===== config.mk =====
export PLATFORM = sky130hd
export DESIGN_NAME = rst_mode_ctrl
export DESIGN_NICKNAME = d
export VERILOG_FILES = /design/src/rtl/rst_mode_ctrl.sv
export SDC_FILE = /design/constraint.sdc
export NUM_CORES = 1
export LEC_CHECK = 0
export BUFFER_PORTS_ARGS = -buffer_cell sky130_fd_sc_hd__buf_4
export CORE_MARGIN = 1
export CORE_UTILIZATION = 47
export CTS_CLUSTER_DIAMETER = 200
export CTS_CLUSTER_SIZE = 28
export DETAILED_ROUTE_END_ITERATION = 6
export GPL_TIMING_DRIVEN = 0
export PLACE_DENSITY = 0.8
export SYNTH_ARGS = -nofsm -noshare
export SYNTH_HDL_FRONTEND = slang
export SYNTH_SLANG_ARGS = --single-unit

===== constraint.sdc =====
create_clock -name clk -period 2.7 [get_ports clk]
set_input_delay 0.27 -clock clk [delete_from_list [all_inputs] [get_ports clk]]
set_output_delay 0.27 -clock clk [all_outputs]
set_load 0.02 [all_outputs]

===== src/rtl/rst_mode_ctrl.sv =====
module rst_mode_ctrl #(
  parameter int PIN_QUAL = 4,
  parameter int HOLD     = 8
) (
  input  logic       clk,
  input  logic       por_n,
  input  logic       ext_rst_n,
  input  logic       mode_we,
  input  logic [1:0] mode_sel,
  input  logic       pll_active,
  input  logic       loc_flag,
  input  logic       loc_rst_en,
  input  logic       lol_flag,
  input  logic       lol_rst_en,
  input  logic       wdt_timeout,
  input  logic       wdt_enabled,
  input  logic       sw_rst_req,
  input  logic       cpu_active,
  output logic       rst_n_o,
  output logic       wake_o,
  output logic [5:0] cause_o,
  output logic [1:0] mode_o
);
  localparam int PW = $clog2(PIN_QUAL + 1);
  localparam int HW = $clog2(HOLD + 1);
  localparam logic [1:0] M_RUN  = 2'd0;
  localparam logic [1:0] M_STOP = 2'd3;

  logic [1:0]    mode_q;
  logic          p1, p2;
  logic [PW-1:0] pcnt;
  logic          s1, s2;
  logic [HW-1:0] hcnt;
  logic [5:0]    cause_q;
  logic          wake_q;

  wire stop_m   = (mode_q == M_STOP);
  wire arst_n   = por_n & ~(stop_m & ~ext_rst_n);
  wire ext_trig = ~p2 & (pcnt >= PW'(PIN_QUAL - 1));
  wire loc_trig = pll_active & loc_rst_en & loc_flag;
  wire lol_trig = pll_active & lol_rst_en & lol_flag;
  wire wdt_trig = wdt_timeout & wdt_enabled & ~stop_m;
  wire sw_trig  = sw_rst_req & cpu_active;
  wire stop_hit = stop_m & ~s1;
  wire any_trig = ext_trig | loc_trig | lol_trig | wdt_trig | sw_trig;

  always_ff @(posedge clk or negedge por_n)
    if (!por_n) {p2, p1} <= 2'b11;
    else        {p2, p1} <= {p1, ext_rst_n};

  always_ff @(posedge clk or negedge por_n)
    if (!por_n)                      pcnt <= '0;
    else if (p2)                     pcnt <= '0;
    else if (pcnt != PW'(PIN_QUAL))  pcnt <= pcnt + 1'b1;

  always_ff @(posedge clk or negedge arst_n)
    if (!arst_n)       {s2, s1} <= 2'b00;
    else if (any_trig) {s2, s1} <= 2'b00;
    else               {s2, s1} <= {s1, 1'b1};

  always_ff @(posedge clk or negedge arst_n)
    if (!arst_n)                  hcnt <= '0;
    else if (any_trig || !s2)     hcnt <= '0;
    else if (hcnt != HW'(HOLD))   hcnt <= hcnt + 1'b1;

  assign rst_n_o = (hcnt == HW'(HOLD));

  always_ff @(posedge clk or negedge por_n)
    if (!por_n)                               mode_q <= M_RUN;
    else if (any_trig || stop_hit || !rst_n_o) mode_q <= M_RUN;
    else if (mode_we)                         mode_q <= mode_sel;

  always_ff @(posedge clk or negedge por_n)
    if (!por_n)                    cause_q <= 6'b000001;
    else if (stop_hit || ext_trig) cause_q <= 6'b000010;
    else if (loc_trig)             cause_q <= 6'b000100;
    else if (lol_trig)             cause_q <= 6'b001000;
    else if (wdt_trig)             cause_q <= 6'b010000;
    else if (sw_trig)              cause_q <= 6'b100000;

  always_ff @(posedge clk or negedge por_n)
    if (!por_n) wake_q <= 1'b0;
    else        wake_q <= (mode_q != M_RUN) & (any_trig | stop_hit);

  assign wake_o  = wake_q;
  assign cause_o = cause_q;
  assign mode_o  = mode_q;


  cause_onehot_chk: assert property (@(posedge clk) disable iff (!por_n)
    $countones(cause_o) == 1);


  mode_run_in_rst_chk: assert property (@(posedge clk) disable iff (!por_n)
    !rst_n_o |=> mode_o == M_RUN);


  stop_pin_chk: assert property (@(posedge clk) disable iff (!por_n)
    (stop_m && !ext_rst_n) |-> !rst_n_o);


  ext_qual_chk: assert property (@(posedge clk) disable iff (!por_n)
    $rose(cause_o[1]) |-> ($past(mode_q) == M_STOP || $past(pcnt) >= PW'(PIN_QUAL - 1)));


  loc_gate_chk: assert property (@(posedge clk) disable iff (!por_n)
    $rose(cause_o[2]) |-> $past(pll_active && loc_rst_en));


  wdt_gate_chk: assert property (@(posedge clk) disable iff (!por_n)
    $rose(cause_o[4]) |-> ($past(wdt_enabled) && $past(mode_q) != M_STOP));


  sw_gate_chk: assert property (@(posedge clk) disable iff (!por_n)
    $rose(cause_o[5]) |-> $past(cpu_active));


  wake_run_chk: assert property (@(posedge clk) disable iff (!por_n)
    wake_o |-> (mode_o == M_RUN && !rst_n_o));
endmodule


==> impl_metrics.toml <==
[status]
status = "complete, no violations"

[global_routing]
grt_pass1_vias = 706
grt_max_degree = 16
grt_overflow = 0
grt_pass1_wl_mm = 2.92
grtUsageTotal_pct = 19.9
grt_antenna_before_repair = 0

[finish]
drive_above_1_share_pct = 33.6
n_antenna_cell = 0
multi_input_area_sq_um = 415
nNetsFinal = 137
post-route-util_pct = 68.1
final_area_sq_um = 1230
fill_cells = 141
register_area_sq_um = 504
syn2layout_area_growth_pct = 30.1

[route]
drt_first_pass_iters = 4
wl_per_cell_um = 12.3
dr.first_iter.drc_count = 8
drc = 0
vias = 723
final_antenna_net_count = 0
viasPerCell = 5.13
routed_wl_mm = 1.74

[sta]
relSlewSlack_pct = 65.8
rsz0062_at_grt = "false"
tns_ns = 0
min_period_ns = 1.84
setup_viol = 0
hold_violations = 0
finalClockSkew_ns = 0.00855
slew_viol_final = 0
fmax_ghz = 0.544
finalCritPeriodShare_pct = 68.1
max_slew.worst_pin.slew_ns = 0.513
setup_slack_ns = 0.861

[floorplan]
ios = 25
initial_utilization_pct = 52.3
fp.coreArea_sq_um = 1800
die_x_um = 46.8
dieArea_sq_um = 2190
fp-row-count = 15
die_h_um = 46.8

[placed_design]
post-place-ws_ns = 0.914
place.gp.congestion = 0.807
place_area_sq_um = 1150
dp_hpwl_mm = 1.34
io_buffer_count = 24

[power]
p_int_uw = 614
p_leak_nw = 0.614
seqPwrFrac_pct = 45.2
swShare_pct = 30.5
p_clk_share_pct = 27.1
power.switching_uw = 269
power_density_nw_per_um2 = 721
ir_drop_mv = 0.664
power_frac_comb_pct = 27.7
total_power_uw = 883

[synth]
synth_warnings = 0
ys_seq_area_share_pct = 53.5
synth_seq_cells = 20
post_synth.cell_area_avg_sq_um = 11.0
syn_area_sq_um = 942
ys_types = 27
syn_inst = 86
syn_nets = 106

[clock_tree]
cts_sinks = 20
cts_buffer_depth = 2
ctsRootBufferMaster = "clkbuf_4"
htreeDepth = 1
numCtsBuffers = 3
clk_pin_slew_ns = 0.11
cts_tree = "yes"
cts-resized-gates = 0
holdBufCountCts = 2
post_cts_buffers = 0
clock_insertion_delay_worst_skew_ns = 0.30

[flow_run]
max-cap-violations = 0

[worst_hold_path]
hold_path_class = "input port to flip-flop"

[setup_path]
worst_ep_arrival_time_ns = 2.07
r2r_slack_ns = 0.86
worst-path-max-fanout = 4
worstPathRequired_ns = 2.93
criticalPathCategory = "flip-flop to flip-flop"
worstSetupStartpointType = "flip-flop"
endpoint_kind = "flip-flop"
## cells in the mapped netlist
cell,count,share of area [%]
dfrtp_1,17,45
nor2_1,10,4.0
nand2_1,8,3.2
a21oi_1,6,3.2
inv_1,6,2.4
ha_1,5,6.6
and3_1,4,2.7
and2_1,3,2.0
dfstp_2,3,8.4
xnor2_1,3,2.8
mux2_2,2,2.4
mux2i_1,2,2.1
nand3_1,2,1.1
nor2b_1,2,1.3
a211oi_2,1,1.3
a21o_1,1,0.80
a22oi_2,1,1.3
a2bb2oi_1,1,0.93
nand4_1,1,0.66
nor2_2,1,0.66
nor3_1,1,0.53
nor4_1,1,0.66
nor4b_2,1,1.6
o21a_1,1,0.80
o221a_2,1,1.2
o221ai_2,1,1.6
o22ai_1,1,0.66
## power by group through the flow
stage	Combinational (mW)	Sequential, mW	Clock, mW
finish	0.245	0.399	0.240
global route	0.275	0.405	0.259
CTS	0.250	0.398	0.248
detailed placement	0.247	0.404	0
global placement	0.233	0.401	0
floorplan	0.132	0.421	0
## stage by stage
| stage | std cells | hold slack, ns |
|---|---|---|
| floorplan | 86 | -0.0256 |
| detailed placement | 135 | 0.128 |
| CTS | 141 | 0.221 |
| global route | 141 | 0.214 |
| global placement | 135 | 0.127 |
| finish | 141 | 0.233 |
## kinds of logic (layout without fill, tap and decap cells)
logic type | Yosys count | count (layout) | share of synthesized area [%]
AO/OA/AOI/OAI | 14 | 14 | 11.8
flip-flops | 20 | 20 | 53.5
XOR/XNOR | 3 | 3 | 2.79
AND/OR/NAND/NOR | 34 | 34 | 18.3
adder cells (fa/ha/maj) | 5 | 5 | 6.64
multiplexers | 4 | 4 | 4.52
buffers and inverters | 6 | 36 | 2.39
## flip-flops by register name, summed over array words and instances, names as in the netlist
| name | count |
|---|---|
| mode_o | 2 |
| s1 | 1 |
| p1 | 1 |
| cause_o | 6 |
| hcnt | 4 |
| pcnt | 3 |
| wake_o | 1 |
| p2 | 1 |
| s2 | 1 |
## final cells by class
cell class / instances / share of cell area, %
Multi-Input combinational cell: 60 / 33.9
Timing Repair Buffer: 26 / 16.3
Sequential cell: 20 / 41.1
Inverter: 6 / 1.84
Clock buffer: 3 / 1.84
Tap cell: 25 / 2.55
Clock inverter: 1 / 2.45
## routing by layer
| layer | vias to the layer above | GRT usage, % | wire length (um) |
|---|---|---|---|
| li1 | 359 | - | - |
| met1 | 349 | 22.4 | 706 |
| met5 | - | 0 | 0 |
| met4 | 0 | 6.86 | 25 |
| met2 | 11 | 35.8 | 957 |
| met3 | 4 | 5.77 | 48 |
## cell usage in the layout (no fill, tap or decap), types with 3 or more instances in the layout
cell type and n:
buf_4 24, dfrtp_1 17, nor2_1 10, nand2_1 8
inv_1 6, a21oi_1 6, ha_1 5, and3_1 4
and2_1 3, xnor2_1 3, dfstp_2 3, clkbuf_4 3
## worst max-delay path: stages (launching register included)
cell	delay, ns
dfrtp_1	0.45
ha_1	0.22
ha_1	0.19
a211oi_2	0.26
nor2_1	0.12
nor4b_2	0.35
nor2b_1	0.18
## worst paths after layout
| path | start | end | cells past startpoint |
|---|---|---|---|
| setup / recovery | pcnt[0]$_DFFE_PN0P_ | mode_o[1]$_DFFE_PN0P_ | 6 |
| hold / removal | pll_active | cause_o[3]$_DFFE_PN0P_ | 3 |
| setup reg to reg | pcnt[0]$_DFFE_PN0P_ | mode_o[1]$_DFFE_PN0P_ | 6 |
| hold reg to reg | p1$_DFF_PN1_ | p2$_DFF_PN1_ | 0 |
| max in group asynchronous | por_n | hcnt[1]$_DFFE_PN0P_ | 3 |
| min in group asynchronous | por_n | cause_o[3]$_DFFE_PN0P_ | 2 |
Power figures use the tool's default switching activity.
